==> config.mk <==
export PLATFORM = sky130hd
export DESIGN_NAME = bitclk_dpll
export DESIGN_NICKNAME = d
export VERILOG_FILES = /design/src/rtl/bitclk_dpll_pkg.sv /design/src/rtl/bitclk_xing_det.sv /design/src/rtl/bitclk_mode_ctrl.sv /design/src/rtl/bitclk_phase_nco.sv /design/src/rtl/bitclk_dpll.sv
export SDC_FILE = /design/constraint.sdc
export NUM_CORES = 1
export LEC_CHECK = 0
export BUFFER_PORTS_ARGS = -buffer_cell sky130_fd_sc_hd__buf_2
export CAP_MARGIN = 20
export CORE_MARGIN = 4
export CORE_UTILIZATION = 50
export CTS_CLUSTER_SIZE = 8
export DETAILED_ROUTE_END_ITERATION = 12
export PLACE_DENSITY = 0.67
export REMOVE_ABC_BUFFERS = 1
export SKIP_CTS_REPAIR_TIMING = 1
export SYNTH_ARGS = -nofsm -noshare
export SYNTH_HDL_FRONTEND = slang
export SYNTH_SLANG_ARGS = --single-unit
==> constraint.sdc <==
create_clock -name clk -period 0.8 [get_ports clk]
set_input_delay 0.08 -clock clk [delete_from_list [all_inputs] [get_ports clk]]
set_output_delay 0.08 -clock clk [all_outputs]
set_load 0.005 [all_outputs]
==> src/rtl/bitclk_dpll_pkg.sv <==
package bitclk_dpll_pkg;

  typedef enum logic [1:0] {
    MODE_ACQ  = 2'd0,
    MODE_MED  = 2'd1,
    MODE_NAR  = 2'd2,
    MODE_HOLD = 2'd3
  } loop_mode_e;

endpackage

==> src/rtl/bitclk_xing_det.sv <==
module bitclk_xing_det #(
  parameter int PH_W = 6
) (
  input  logic                   clk,
  input  logic                   rst_n,
  input  logic                   os_en,
  input  logic                   rx_sign,
  input  logic [PH_W-1:0]        ph,
  output logic                   xing,
  output logic signed [PH_W-1:0] err
);

  logic sign_q;
  logic sign_d;

  // Remember the sign seen on the last oversample tick.
  always_comb begin
    sign_d = sign_q;
    if (os_en) sign_d = rx_sign;
  end

  always_ff @(posedge clk or negedge rst_n) begin
    if (!rst_n) sign_q <= 1'b0;
    else        sign_q <= sign_d;
  end

  assign xing = os_en & (rx_sign ^ sign_q);
  // Boundary sits at phase zero, so the raw phase read as signed is the error.
  assign err  = $signed(ph);

endmodule

==> src/rtl/bitclk_mode_ctrl.sv <==
module bitclk_mode_ctrl
  import bitclk_dpll_pkg::*;
#(
  parameter int MED_BITS = 30
) (
  input  logic       clk,
  input  logic       rst_n,
  input  logic       acq_req,
  input  logic       track_en,
  input  logic       bit_tick,
  output loop_mode_e mode
);

  localparam int CNT_W = $clog2(MED_BITS + 1);
  localparam logic [CNT_W-1:0] CNT_END = CNT_W'(MED_BITS);

  logic [CNT_W-1:0] cnt_q;
  logic [CNT_W-1:0] cnt_d;

  always_comb begin
    cnt_d = cnt_q;
    if (acq_req)
      cnt_d = '0;
    else if (track_en && bit_tick && (cnt_q < CNT_END))
      cnt_d = cnt_q + CNT_W'(1);
  end

  always_ff @(posedge clk or negedge rst_n) begin
    if (!rst_n) cnt_q <= '0;
    else        cnt_q <= cnt_d;
  end

  always_comb begin
    if (acq_req)              mode = MODE_ACQ;
    else if (!track_en)       mode = MODE_HOLD;
    else if (cnt_q < CNT_END) mode = MODE_MED;
    else                      mode = MODE_NAR;
  end

endmodule

==> src/rtl/bitclk_phase_nco.sv <==
module bitclk_phase_nco
  import bitclk_dpll_pkg::*;
#(
  parameter int PH_W      = 6,
  parameter int FINE_BITS = 2,
  parameter int MED_LIM   = 4,
  parameter int NAR_LIM   = 1,
  parameter int ACQ_SHIFT = 0
) (
  input  logic                   clk,
  input  logic                   rst_n,
  input  logic                   os_en,
  input  logic                   xing,
  input  logic signed [PH_W-1:0] err,
  input  loop_mode_e             mode,
  output logic [PH_W-1:0]        ph,
  output logic                   strobe
);

  localparam int XW = PH_W + 2;
  localparam logic [PH_W-1:0]      STEP  = PH_W'(1 << FINE_BITS);
  localparam logic signed [XW-1:0] MED_S = XW'(MED_LIM);
  localparam logic signed [XW-1:0] NAR_S = XW'(NAR_LIM);

  logic [PH_W-1:0]        ph_q, ph_d;
  logic                   msb_q;
  logic                   half_q, half_d;
  logic signed [PH_W:0]   acc_q, acc_d;

  logic signed [XW-1:0]   err_x, sum_x, neg_x, lim_x, corr;

  always_comb begin
    err_x  = XW'(err);
    sum_x  = XW'(acc_q) + err_x;
    neg_x  = -sum_x;
    lim_x  = (mode == MODE_MED) ? MED_S : NAR_S;
    corr   = '0;
    half_d = half_q;
    acc_d  = acc_q;
    ph_d   = ph_q;
    if (os_en) begin
      case (mode)
        MODE_ACQ: begin
          half_d = 1'b0;
          acc_d  = '0;
          if (xing) corr = -(err_x >>> ACQ_SHIFT);
        end
        MODE_HOLD: begin
          half_d = 1'b0;
          acc_d  = '0;
        end
        default: begin
          if (xing) begin
            if (!half_q) begin
              half_d = 1'b1;
              acc_d  = (PH_W+1)'(err_x);
            end else begin
              half_d = 1'b0;
              acc_d  = '0;
              if (neg_x > lim_x)       corr = lim_x;
              else if (neg_x < -lim_x) corr = -lim_x;
              else                     corr = neg_x;
            end
          end
        end
      endcase
      ph_d = ph_q + STEP + $unsigned(corr[PH_W-1:0]);
    end
  end

  always_ff @(posedge clk or negedge rst_n) begin
    if (!rst_n) begin
      ph_q   <= '0;
      msb_q  <= 1'b0;
      half_q <= 1'b0;
      acc_q  <= '0;
    end else begin
      ph_q   <= ph_d;
      msb_q  <= ph_q[PH_W-1];
      half_q <= half_d;
      acc_q  <= acc_d;
    end
  end

  assign ph     = ph_q;
  assign strobe = ph_q[PH_W-1] & ~msb_q;

endmodule

==> src/rtl/bitclk_dpll.sv <==
module bitclk_dpll
  import bitclk_dpll_pkg::*;
#(
  parameter int STEPS_PER_BIT = 16,
  parameter int FINE_BITS     = 2,
  parameter int MED_BITS      = 30,
  parameter int MED_DIV       = 16,
  parameter int NAR_DIV       = 64,
  parameter int ACQ_SHIFT     = 0
) (
  input  logic                             clk,
  input  logic                             rst_n,
  input  logic                             os_en,
  input  logic                             rx_sign,
  input  logic                             acq_req,
  input  logic                             track_en,
  output logic                             rx_clk,
  output logic                             mid_strobe,
  output logic [$clog2(STEPS_PER_BIT)-1:0] exp_phase
);

  localparam int STEP_W  = $clog2(STEPS_PER_BIT);
  localparam int PH_W    = STEP_W + FINE_BITS;
  localparam int FULL    = 1 << PH_W;
  localparam int MED_LIM = FULL / MED_DIV;
  localparam int NAR_LIM = FULL / NAR_DIV;

  logic [1:0]             rst_pipe;
  logic                   rst_n_s;
  logic [PH_W-1:0]        ph;
  logic                   xing;
  logic signed [PH_W-1:0] err;
  logic                   strobe;
  loop_mode_e             mode;

  always_ff @(posedge clk or negedge rst_n) begin
    if (!rst_n) rst_pipe <= 2'b00;
    else        rst_pipe <= {rst_pipe[0], 1'b1};
  end
  assign rst_n_s = rst_pipe[1];

  bitclk_xing_det #(.PH_W(PH_W)) u_xing (
    .clk     (clk),
    .rst_n   (rst_n_s),
    .os_en   (os_en),
    .rx_sign (rx_sign),
    .ph      (ph),
    .xing    (xing),
    .err     (err)
  );

  bitclk_mode_ctrl #(.MED_BITS(MED_BITS)) u_mode (
    .clk      (clk),
    .rst_n    (rst_n_s),
    .acq_req  (acq_req),
    .track_en (track_en),
    .bit_tick (strobe),
    .mode     (mode)
  );

  bitclk_phase_nco #(
    .PH_W      (PH_W),
    .FINE_BITS (FINE_BITS),
    .MED_LIM   (MED_LIM),
    .NAR_LIM   (NAR_LIM),
    .ACQ_SHIFT (ACQ_SHIFT)
  ) u_nco (
    .clk    (clk),
    .rst_n  (rst_n_s),
    .os_en  (os_en),
    .xing   (xing),
    .err    (err),
    .mode   (mode),
    .ph     (ph),
    .strobe (strobe)
  );

  assign rx_clk     = ph[PH_W-1];
  assign mid_strobe = strobe;
  assign exp_phase  = ph[PH_W-1:FINE_BITS];

endmodule

==> impl_metrics.yaml <==
status:
  status: "complete, but fails checks"
  violations: "setup timing"
timing:
  period_minus_slack_ns: 4.70
  finalCritPeriodShare_pct: 587
  rsz0062_at_grt: "yes"
  setup_viol: 24
  fmax_mhz: 213
  setup_ws_ns: -3.90
  slew_violations: 0
  tns_ns: -25.81
  skew_ns: 0.00311
  whs_ns: 0.0872
  hold_viol: 0
pwr:
  leakage_nw: 1.39
  vdd_drop_max_mv: 2.60
  power.density_nw_per_um2: 4610
  power_mw: 13.4
final_layout:
  layout_common_cells: "72 x buf_4, 22 x dfrtp_1, 19 x ha_1"
  nets: 328
  antenna_cells: 0
  design_area_um2: 2910
  syn_to_final_growth_pct: 53.0
  final_cell_count_no_fill: 343
  drive_gt1_share_pct: 47.5
  final_common_cell: "buf_4"
global_routing:
  gr-total-overflow: 0
  grt_max_degree: 21
  antenna_found_initial: 0
  grt_util_all_layers_pct: 21.3
  grt_pass1_vias: 1864
  grt_pass1_wl_um: 8540
clock_network:
  htreeDepth: 1
  clk_pin_slew_worst_paths_ns: 0.09
  clk_path_buf_depth: 2
  cts_root_buf: "clkbuf_8"
  cts_tree: "yes"
  cts_made_buffers: 3
  cts_sinks: 22
  clk_latency_ns: 0.27
worst_setup_path:
  critPathKind: "reg -> reg"
  cp.buffers_inverters: 2
  cp_max_fo: 3
  start_kind: "flip-flop"
  slowest_delay_ns: 0.43
  slowest_stage: "dfrtp_1"
  ff2ff_setup_slack_ns: -3.90
  critPathCaptureType: "flip-flop"
  path_cells: "ha_4 -> inv_2 -> ha_4 -> fa_2 -> buf_4 -> xor2_2 -> nand2_1 -> a211oi_1 -> nand3_1 -> and2_4 -> mux2i_2 -> o21ai_2 -> ha_1 -> ha_4 -> fa_2 -> a21o_1 -> a21oi_2 -> xor2_1 -> or3_1 -> a21oi_1 -> a41oi_1 -> o221a_1"
  crit_path_frequent_cell: "ha_4"
  critPathTopFamily: "adder cells"
  cp.required_ns: 0.97
  cp_data_arrival_time_ns: 4.87
synth:
  seq_area_frac_synth_pct: 28.9
  synth.top_cell.area_share_pct: 28.9
  synth-warning-count: 0
  synth_top_area_cell: "dfrtp_1"
  synth_cells: 206
  synth_seq_cells: 22
  synth_edf_count: 0
  synth_ff_type: "dfrtp_1"
  netlist_area_um2: 1900
  synth_cell_type_count: 49
  synth_area_leaders: "dfrtp_1 29%, ha_1 16%, xnor2_1 5.5%"
  syn_area_per_cell_um2: 9.24
  synthArstFlopShare_pct: 100
place:
  place_congestion: 0.896
  post_dp_cell_area_um2: 2510
  placed_cells_incl_taps: 329
  dpl.hpwl_um: 4010
  port_buffers: 11
die:
  fp.dieW_um: 69.7
  die_area_um2: 4860
  core_area_um2: 3660
  initial_core_util_pct: 52.0
  dieHeight_um: 69.7
  rows: 22
  io_pins: 12
drt:
  num_vias: 1947
  drt_wl_total_um: 5940
  antenna_left: 0
  drc: 0
  drt_pass1_iterations: 4
  vias_per_cell: 5.68
  routedWlPerCell_um: 17.3
  drt-initial-drc-count: 118
min_path:
  hold_class: "in -> reg"
flow_run:
  cap_viol_max_count: 0
## power by group
| part | switching (mW) | total (mW) | internal, mW |
|---|---|---|---|
| combinational | 5.19 | 10.8 | 5.65 |
| clock | 0.403 | 1.07 | 0.670 |
| sequential | 0.174 | 1.51 | 1.33 |
## sequential cells by signal (all words and copies together), names as in the netlist
signal / count
rst_pipe: 2
u_mode.cnt_q: 5
u_nco.acc_q: 6
u_nco.half_q: 1
u_nco.msb_q: 1
u_nco.ph: 6
u_xing.sign_q: 1
## layout make-up
| cell class | count | area (um^2) |
|---|---|---|
| multi-input cells | 158 | 1430 |
| fillers | 222 | 747 |
| repair buffers | 93 | 738 |
| flip-flops and latches | 22 | 551 |
| inverters | 18 | 67.6 |
| well taps | 48 | 60.1 |
| clock buffers | 3 | 41.3 |
| clock inverters | 1 | 30.0 |
## final timing paths
kind,end,start,cells past startpoint
worst max-delay path,u_nco.ph[5]$_DFFE_PN0P_,u_nco.ph[1]$_DFFE_PN0P_,22
worst min-delay path,u_xing.sign_q$_DFFE_PN0P_,rx_sign,2
worst max register to register,u_nco.ph[5]$_DFFE_PN0P_,u_nco.ph[1]$_DFFE_PN0P_,22
worst min register to register,u_mode.cnt_q[0]$_DFFE_PN0P_,rst_pipe[1]$_DFF_PN0_,1
max in group asynchronous,u_nco.ph[3]$_DFFE_PN0P_,rst_pipe[1]$_DFF_PN0_,1
min in group asynchronous,rst_pipe[0]$_DFF_PN0_,rst_n,2
## routing by layer
| layer | part of all wire (%) | track usage (%) | up-vias | wire [um] |
|---|---|---|---|---|
| li1 | - | - | 912 | - |
| met4 | 2.7 | 8.72 | 0 | 158 |
| met5 | 0 | 0 | - | 0 |
| met2 | 52 | 36.7 | 45 | 3110 |
| met1 | 41 | 27.5 | 975 | 2440 |
| met3 | 3.9 | 1.74 | 15 | 233 |
## per-stage QoR
step / worst slack [ns] / utilization [%]
6_report: -3.90 / 79.6
5_1_grt: -4.09 / 79.6
4_1_cts: -4.25 / 70.4
3_5_place_dp: -4.22 / 68.5
3_3_place_gp: -3.99 / 68.5
2_1_floorplan: -3.97 / -
## synthesized netlist by cell type (3+ instances only)
master / count
nor2_1: 12
a21oi_1: 12
or3_1: 3
o21ai_0: 9
buf_4: 4
nor3_1: 3
nand3_1: 5
clkbuf_1: 3
a22o_1: 6
nand2_1: 14
xor2_1: 7
nand4_1: 4
inv_1: 18
dfrtp_1: 22
ha_1: 24
and3_1: 4
a21o_1: 4
xnor2_1: 12
## logic make-up (layout without fill, tap and decap cells)
group	count (synthesis)	after routing	synth area share [%]
buffers and inverters	26	115	6.31
flip-flops	22	22	28.9
AND/OR/NAND/NOR	55	55	15.6
other	1	1	0.197
multiplexers	4	4	2.23
XOR/XNOR	19	19	8.74
AO/OA/AOI/OAI	53	53	20.2
adder cells (fa/ha/maj)	26	26	17.9
(Power assumes the default switching activity.)
